$ cat src/rtl/bitcfg_pkg.sv
package bitcfg_pkg;

  typedef enum logic [3:0] {
    ST_SYNC,
    ST_CMD,
    ST_PAY,
    ST_CMT_OPEN,
    ST_CMT,
    ST_BURST,
    ST_TRAIL,
    ST_DONE,
    ST_ERR
  } dec_state_t;

  localparam logic [31:0] SYNC_WORD = 32'h7EAA_997E;
  localparam logic [15:0] CRC_POLY  = 16'h1021;

  // CRC-16 over one byte, most significant bit first
  function automatic logic [15:0] crc16_byte(input logic [15:0] c, input logic [7:0] b);
    logic [15:0] r;
    r = c;
    for (int i = 7; i >= 0; i--) begin
      if (r[15] ^ b[i]) r = (r << 1) ^ CRC_POLY;
      else              r = r << 1;
    end
    return r;
  endfunction

  // payload length each opcode demands; 0 marks an unknown opcode
  function automatic logic [3:0] op_len(input logic [3:0] op);
    case (op)
      4'h0, 4'h1, 4'h5:                 return 4'd1;
      4'h2, 4'h6, 4'h7, 4'h8, 4'h9:     return 4'd2;
      default:                          return 4'd0;
    endcase
  endfunction

endpackage

$ cat src/rtl/bitcfg_sync.sv
module bitcfg_sync
  import bitcfg_pkg::*;
(
  input  logic       clk,
  input  logic       rst_n,
  input  logic       en,
  input  logic [7:0] byte_in,
  output logic       hit
);
  logic [23:0] hist;

  assign hit = ({hist, byte_in} == SYNC_WORD);

  always_ff @(posedge clk) begin
    if (!rst_n)  hist <= '0;
    else if (en) hist <= {hist[15:0], byte_in};
  end
endmodule

$ cat src/rtl/bitcfg_crc.sv
module bitcfg_crc
  import bitcfg_pkg::*;
(
  input  logic        clk,
  input  logic        rst_n,
  input  logic        byte_en,
  input  logic [7:0]  byte_in,
  input  logic        clr,
  input  logic        snap_en,
  output logic [15:0] crc,
  output logic [15:0] crc_snap
);
  always_ff @(posedge clk) begin
    if (!rst_n) begin
      crc      <= '0;
      crc_snap <= '0;
    end else if (byte_en) begin
      if (snap_en) crc_snap <= crc;
      crc <= clr ? 16'h0000 : crc16_byte(crc, byte_in);
    end
  end
endmodule

$ cat src/rtl/bitcfg_wrgen.sv
module bitcfg_wrgen #(
  parameter int IDX_W = 24,
  parameter int LEN_W = 30
) (
  input  logic             clk,
  input  logic             rst_n,
  input  logic             start,
  input  logic             start_bram,
  input  logic [LEN_W-1:0] start_len,
  input  logic             wptr_clr,
  input  logic             byte_en,
  input  logic [7:0]       byte_in,
  input  logic [1:0]       bank_in,
  output logic             burst_last,
  output logic             wr_valid,
  output logic             wr_bram,
  output logic [1:0]       wr_bank,
  output logic [IDX_W-1:0] wr_index,
  output logic [7:0]       wr_data
);
  logic [LEN_W-1:0] cnt;
  logic [LEN_W-1:0] len;
  logic             is_bram;
  logic [IDX_W-1:0] wptr;

  assign burst_last = (cnt == len - LEN_W'(1));

  always_ff @(posedge clk) begin
    if (!rst_n) begin
      cnt      <= '0;
      len      <= '0;
      is_bram  <= 1'b0;
      wptr     <= '0;
      wr_valid <= 1'b0;
      wr_bram  <= 1'b0;
      wr_bank  <= '0;
      wr_index <= '0;
      wr_data  <= '0;
    end else begin
      wr_valid <= 1'b0;
      if (start) begin
        cnt     <= '0;
        len     <= start_len;
        is_bram <= start_bram;
      end
      if (wptr_clr) wptr <= '0;
      if (byte_en) begin
        wr_valid <= 1'b1;
        wr_bram  <= is_bram;
        wr_bank  <= bank_in;
        wr_data  <= byte_in;
        wr_index <= is_bram ? wptr : IDX_W'(cnt);
        cnt      <= cnt + LEN_W'(1);
        if (is_bram) wptr <= wptr + IDX_W'(1);
      end
    end
  end
endmodule

$ cat src/rtl/bitcfg_decoder.sv
module bitcfg_decoder
  import bitcfg_pkg::*;
#(
  parameter int IDX_W = 24
) (
  input  logic             clk,
  input  logic             rst_n,
  input  logic             in_valid,
  output logic             in_ready,
  input  logic [7:0]       in_data,
  input  logic             in_last,
  output logic             wr_valid,
  output logic             wr_bram,
  output logic [1:0]       wr_bank,
  output logic [IDX_W-1:0] wr_index,
  output logic [7:0]       wr_data,
  output logic [1:0]       bank,
  output logic [1:0]       freq,
  output logic [16:0]      cram_rows,
  output logic [15:0]      cram_cols,
  output logic [16:0]      bram_rows,
  output logic [15:0]      bram_cols,
  output logic             warm_boot,
  output logic [15:0]      crc_value,
  output logic             crc_mismatch,
  output logic             done,
  output logic             error
);
  localparam int ROW_W  = 17;
  localparam int COL_W  = 16;
  localparam int PROD_W = ROW_W + COL_W;
  localparam int LEN_W  = PROD_W - 3;

  dec_state_t  state, state_nxt;
  logic [3:0]  op;
  logic [3:0]  pay_left;
  logic [7:0]  pay_hi;
  logic [7:0]  cmt_prev;
  logic        trail_cnt;

  logic        accept, sync_hit, exec, burst_start, burst_bram, burst_last;
  logic        crc_clr, wptr_clr;
  logic [15:0] full_pay, crc_snap;
  logic [PROD_W-1:0] prod;
  logic [LEN_W-1:0]  blen;

  assign in_ready    = (state != ST_DONE) && (state != ST_ERR);
  assign accept      = in_valid && in_ready;
  assign full_pay    = {pay_hi, in_data};
  assign exec        = accept && (state == ST_PAY) && (pay_left == 4'd1);
  assign burst_bram  = full_pay[1];
  assign burst_start = exec && (op == 4'h0) && (full_pay == 16'h0001 || full_pay == 16'h0003);
  assign crc_clr     = exec && (op == 4'h0) && (full_pay == 16'h0005);
  assign wptr_clr    = exec && (op == 4'h8) && (full_pay == 16'h0000);
  assign prod        = burst_bram ? (PROD_W'(bram_rows) * PROD_W'(bram_cols))
                                  : (PROD_W'(cram_rows) * PROD_W'(cram_cols));
  assign blen        = prod[PROD_W-1:3];
  assign done        = (state == ST_DONE);
  assign error       = (state == ST_ERR);

  bitcfg_sync u_sync (
    .clk(clk), .rst_n(rst_n), .en(accept && state == ST_SYNC),
    .byte_in(in_data), .hit(sync_hit)
  );

  bitcfg_crc u_crc (
    .clk(clk), .rst_n(rst_n), .byte_en(accept), .byte_in(in_data),
    .clr(crc_clr), .snap_en(state == ST_CMD),
    .crc(crc_value), .crc_snap(crc_snap)
  );

  bitcfg_wrgen #(.IDX_W(IDX_W), .LEN_W(LEN_W)) u_wr (
    .clk(clk), .rst_n(rst_n), .start(burst_start), .start_bram(burst_bram),
    .start_len(blen), .wptr_clr(wptr_clr),
    .byte_en(accept && state == ST_BURST), .byte_in(in_data), .bank_in(bank),
    .burst_last(burst_last), .wr_valid(wr_valid), .wr_bram(wr_bram),
    .wr_bank(wr_bank), .wr_index(wr_index), .wr_data(wr_data)
  );

  // next state for an accepted byte
  always_comb begin
    state_nxt = state;
    unique case (state)
      ST_SYNC:     state_nxt = sync_hit ? ST_CMD : ST_SYNC;
      ST_CMD: begin
        if (in_data == 8'hFF) state_nxt = ST_CMT_OPEN;
        else if (op_len(in_data[7:4]) == 4'd0 || op_len(in_data[7:4]) != in_data[3:0])
          state_nxt = ST_ERR;
        else state_nxt = ST_PAY;
      end
      ST_CMT_OPEN: state_nxt = (in_data == 8'h00) ? ST_CMT : ST_ERR;
      ST_CMT:      state_nxt = (cmt_prev == 8'h00 && in_data == 8'hFF) ? ST_CMD : ST_CMT;
      ST_PAY: begin
        if (pay_left == 4'd1) begin
          state_nxt = ST_CMD;
          case (op)
            4'h0: case (full_pay)
                    16'h0001, 16'h0003: state_nxt = (blen == '0) ? ST_TRAIL : ST_BURST;
                    16'h0005:           state_nxt = ST_CMD;
                    16'h0006:           state_nxt = ST_DONE;
                    default:            state_nxt = ST_ERR;
                  endcase
            4'h1: if (full_pay > 16'd3) state_nxt = ST_ERR;
            4'h5: if (full_pay > 16'd2) state_nxt = ST_ERR;
            4'h8: if (full_pay != 16'h0000 && full_pay != 16'h0080) state_nxt = ST_ERR;
            4'h9: if ((full_pay & 16'hFFDF) != 16'h0000) state_nxt = ST_ERR;
            default: ;
          endcase
        end
      end
      ST_BURST:    state_nxt = burst_last ? ST_TRAIL : ST_BURST;
      ST_TRAIL:    state_nxt = trail_cnt ? ST_CMD : ST_TRAIL;
      default:     state_nxt = state;
    endcase
  end

  always_ff @(posedge clk) begin
    if (!rst_n) begin
      state        <= ST_SYNC;
      op           <= '0;
      pay_left     <= '0;
      pay_hi       <= '0;
      cmt_prev     <= '0;
      trail_cnt    <= 1'b0;
      bank         <= '0;
      freq         <= '0;
      cram_rows    <= '0;
      cram_cols    <= '0;
      bram_rows    <= '0;
      bram_cols    <= '0;
      warm_boot    <= 1'b0;
      crc_mismatch <= 1'b0;
    end else if (accept) begin
      state <= (in_last && state_nxt != ST_DONE) ? ST_ERR : state_nxt;
      case (state)
        ST_CMD: begin
          op       <= in_data[7:4];
          pay_left <= in_data[3:0];
          pay_hi   <= '0;
        end
        ST_CMT_OPEN: cmt_prev <= 8'h00;
        ST_CMT:      cmt_prev <= in_data;
        ST_PAY: begin
          pay_hi   <= in_data;
          pay_left <= pay_left - 4'd1;
          if (exec && state_nxt != ST_ERR) begin
            case (op)
              4'h1: bank <= full_pay[1:0];
              4'h2: if (full_pay != crc_snap) crc_mismatch <= 1'b1;
              4'h5: freq <= full_pay[1:0];
              4'h6: if (cram_rows == '0) cram_rows <= ROW_W'(full_pay) + ROW_W'(1);
                    else                 bram_rows <= ROW_W'(full_pay) + ROW_W'(1);
              4'h7: if (cram_cols == '0) cram_cols <= full_pay;
                    else                 bram_cols <= full_pay;
              4'h9: warm_boot <= full_pay[5];
              default: ;
            endcase
          end
          if (burst_start) trail_cnt <= 1'b0;
        end
        ST_TRAIL: trail_cnt <= 1'b1;
        default: ;
      endcase
    end
  end
endmodule

$ cat config.mk
export PLATFORM = sky130hd
export DESIGN_NAME = bitcfg_decoder
export DESIGN_NICKNAME = d
export VERILOG_FILES = /design/src/rtl/bitcfg_pkg.sv /design/src/rtl/bitcfg_sync.sv /design/src/rtl/bitcfg_crc.sv /design/src/rtl/bitcfg_wrgen.sv /design/src/rtl/bitcfg_decoder.sv
export SDC_FILE = /design/constraint.sdc
export NUM_CORES = 2
export LEC_CHECK = 0
export ABC_AREA = 0
export BUFFER_PORTS_ARGS = -buffer_cell sky130_fd_sc_hd__buf_2
export CAP_MARGIN = 10
export CORE_MARGIN = 10
export CORE_UTILIZATION = 45
export CTS_BUF_LIST = sky130_fd_sc_hd__clkbuf_8
export CTS_CLUSTER_SIZE = 16
export DETAILED_ROUTE_END_ITERATION = 16
export GPL_TIMING_DRIVEN = 0
export HOLD_SLACK_MARGIN = 0.12
export PLACE_DENSITY = 0.63
export SLEW_MARGIN = 40
export SYNTH_ARGS = -nofsm -noshare
export SYNTH_HDL_FRONTEND = slang
export SYNTH_HIERARCHICAL = 1
export SYNTH_SLANG_ARGS = --single-unit
$ cat constraint.sdc
create_clock -name clk -period 6.6 [get_ports clk]
set_input_delay 1.98 -clock clk [delete_from_list [all_inputs] [get_ports clk]]
set_output_delay 1.98 -clock clk [all_outputs]
set_load 0.02 [all_outputs]
==> flow_metrics.tcl <==
set metrics [dict create \
    async_reset_ff_share_pct 0 \
    syn_avg_cell_area_um2 8.42 \
    fmax_ghz 0.139 \
    grt_pass1_wl_um 170000 \
    tns_ns -5.20 \
    crit_slowest_cell "fa_2" \
    core_um2 72700 \
    io_pins 139 \
    avgViaCountPerCell 5.59 \
    drt_iter0_markers 2220 \
    synthFlopType "dfxtp_1" \
    maxSlewViolCount 0 \
    cp-start-kind "flop" \
    fin_crit_sh_pct 109 \
    cp.arrival_ns 7.71 \
    fin_worst_skew_ns 0.0510 \
    layout_common_cells "nand2_1, inv_1, fa_1" \
    num_rows 99 \
    p_leak_nw 15.7 \
    syn_to_final_growth_pct 17.7 \
    drive_gt1_share_pct 16.2 \
    cts_buffer_depth 3 \
    grt_setup_unrepaired "true" \
    final_common_cell "nand2_1" \
    fillCellCount 6817 \
    p_clk_share_pct 44.1 \
    hold_viol 0 \
    portBuffers 138 \
    synth_seq_area_share_pct 16.9 \
    seqPwrFrac_pct 45.2 \
    power.total_mw 3.85 \
    ys_ff_latch 278 \
    cts_tree "built" \
    gr-usage-all-layers_pct 25.1 \
    dieArea_um2 84300 \
    grt_max_degree 18 \
    gr-total-overflow 0 \
    synthCells 3905 \
    p_comb_share_pct 10.7 \
    worstMarginPinSlew_ns 0.900 \
    critPathMaxFanout 5 \
    place_hpwl_um 82800 \
    synth.top_cell.area_share_pct 25.3 \
    hold_ws_ns 0.465 \
    end_kind "flop" \
    wl_per_cell_um 21.0 \
    synth-edff-count 0 \
    power.density_nw_per_um2 99.5 \
    yosys-top-cells-area "fa_1, dfxtp_1, ha_1" \
    clk_latency_ns 0.67 \
    final_area_um2 38700 \
    swShare_pct 28.3 \
    cts_root_buf "clkbuf_8" \
    first_pass_iters 5 \
    synth_fp_nets 4548 \
    antenna_left 0 \
    path_cells "buf_12, buf_6, and2_4, fa_1, inv_2, fa_1, fa_1, fa_2, fa_2, fa_2, inv_2, ha_4, buf_6, nand4_1, nor3_2, o211ai_1, and2_4, a2111oi_4, a21oi_2, nor3_2, nand4b_1, o21a_1, or4_4, nor2b_4" \
    yosys_warnings 6 \
    ir_worst_vdd_v 0.000201 \
    path_clk_slew_ns 0.07 \
    dpl-instance-area_um2 35400 \
    maxSlewHeadroom_pct 40.0 \
    final_nets 4834 \
    pre_cts_ws_ns -1.45 \
    fin_util_pct 53.2 \
    synth_area_um2 32900 \
    critical-path-max-stage-delay_ns 0.60 \
    period_needed_ns 7.20 \
    dp.cells 5003 \
    cts_made_buffers 51 \
    cap_viol_max_count 0 \
    synth_cell_types 91 \
    cts.sinks 278 \
    hold_path_class "flop to flop" \
    crit_family "adder cells" \
    yosysTopAreaCell "fa_1" \
    p_int_mw 2.76 \
    gp_congestion 0.941 \
    cp.required_ns 7.11 \
    grt_pass1_vias 29100 \
    diodes 0 \
    dieWidth_um 290 \
    setup_viol 9 \
    antenna_found_initial 3 \
    worst_slack_ns -0.603 \
    die_y_um 290 \
    p_switching_mw 1.09 \
    initial_core_util_pct 45.2 \
    path_buf_inv 5 \
    crit_type "flop to flop" \
    vias 29000 \
    violations "negative setup slack" \
    outcome "finished, violations left" \
    h-tree-depth 2 \
    route.detailed.drc 0 \
    fin_cells 5185 \
    routed_wl_um 109000 \
]
final timing paths:
path / startpoint / end / slack [ns] / cells after the start
min: u_crc/crc_snap[13] / u_crc/crc_snap[13] / 0.47 / 2
min reg2reg: u_crc/crc_snap[13] / u_crc/crc_snap[13] / 0.47 / 2
max: cram_cols[1] / state[3] / -0.60 / 24
max reg2reg: cram_cols[1] / state[3] / -0.60 / 24
worst min-delay path, cell delays in order (launching register included):
cell      delay (ns)
dfxtp_1         0.32
nand2_1         0.05
a21boi_1        0.05
what timing repair did:
item                                    CTS  global route
hold buffers                              0             0
endpoints found under the setup margin   16            11
setup buffers                            85            33
hold endpoints to repair                  0             0
cloned                                    0             0
gates resized for setup                 279            72
pin swaps                                81            52
registers in the layout, indices dropped and copies added, names as in the netlist, 2 cells and up:
register	count
u_crc/crc_snap	16
state	4
op	4
u_sync/hist	24
cram_rows	17
bram_cols	16
cram_cols	16
u_wr/len	30
u_wr/cnt	30
pay_left	4
u_wr/wr_data	8
cmt_prev	8
freq	2
bank	2
u_wr/wr_bank	2
pay_hi	8
u_wr/wptr	24
u_crc/crc	16
u_wr/wr_index	24
bram_rows	17
routing by layer:
metal  up-vias  part of all wire [%]  GRT usage [%]
li1      13400                     -              -
met1     14400                    43           33.8
met2      1028                    46           40.6
met3       206                   6.8           3.91
met4         4                   3.7           8.52
met5         -                 0.016              0
kinds of logic (layout without fill, tap and decap cells):
kind of cell,Yosys count,after routing,synth area share [%]
buffers and inverters,680,1001,7.90
flip-flops,278,278,16.9
AND/OR/NAND/NOR,1472,1472,22.6
AO/OA/AOI/OAI,578,578,11.5
adder cells (fa/ha/maj),631,631,33.5
multiplexers,123,123,3.81
XOR/XNOR,143,143,3.85
power groups by stage:
stage	logic, mW	registers, mW	clock network (mW)
3_5_place_dp	0.399	1.79	0
6_report	0.412	1.74	1.70
4_1_cts	0.406	1.74	1.74
2_1_floorplan	0.241	1.81	0
5_1_grt	0.440	1.75	1.81
3_3_place_gp	0.396	1.80	0
cell usage after synthesis (8+ instances only):
master	number
nand2_1	535
inv_1	424
fa_1	416
and2_1	318
dfxtp_1	278
clkbuf_1	229
ha_1	215
nor2_1	202
a21oi_1	151
o21ai_0	124
mux2i_1	108
nor2b_1	85
xor2_1	71
xnor2_1	70
nand3_1	69
nand4_1	51
nor3_1	42
a21boi_0	41
a211oi_1	39
nor4_1	37
o21a_1	31
a22oi_1	30
and3_1	29
a21o_1	24
o211ai_1	22
a31oi_1	20
and4_1	16
nand2b_1	15
buf_1	14
mux2_2	14
or3_1	14
nor3b_1	12
nand3b_1	8
o22ai_1	8
area by class of cell:
| type | instances | area [um2] | share of cell area, % |
|---|---|---|---|
| multi-input cells | 2947 | 25600 | 66.1 |
| flip-flops and latches | 278 | 5760 | 14.9 |
| plain buffers | 232 | 1960 | 5.06 |
| repair buffers | 256 | 1600 | 4.13 |
| inverters | 425 | 1600 | 4.12 |
| well taps | 959 | 1200 | 3.10 |
| clock buffers | 64 | 881 | 2.28 |
| clock inverters | 24 | 136 | 0.352 |
(Power assumes the default switching activity.)
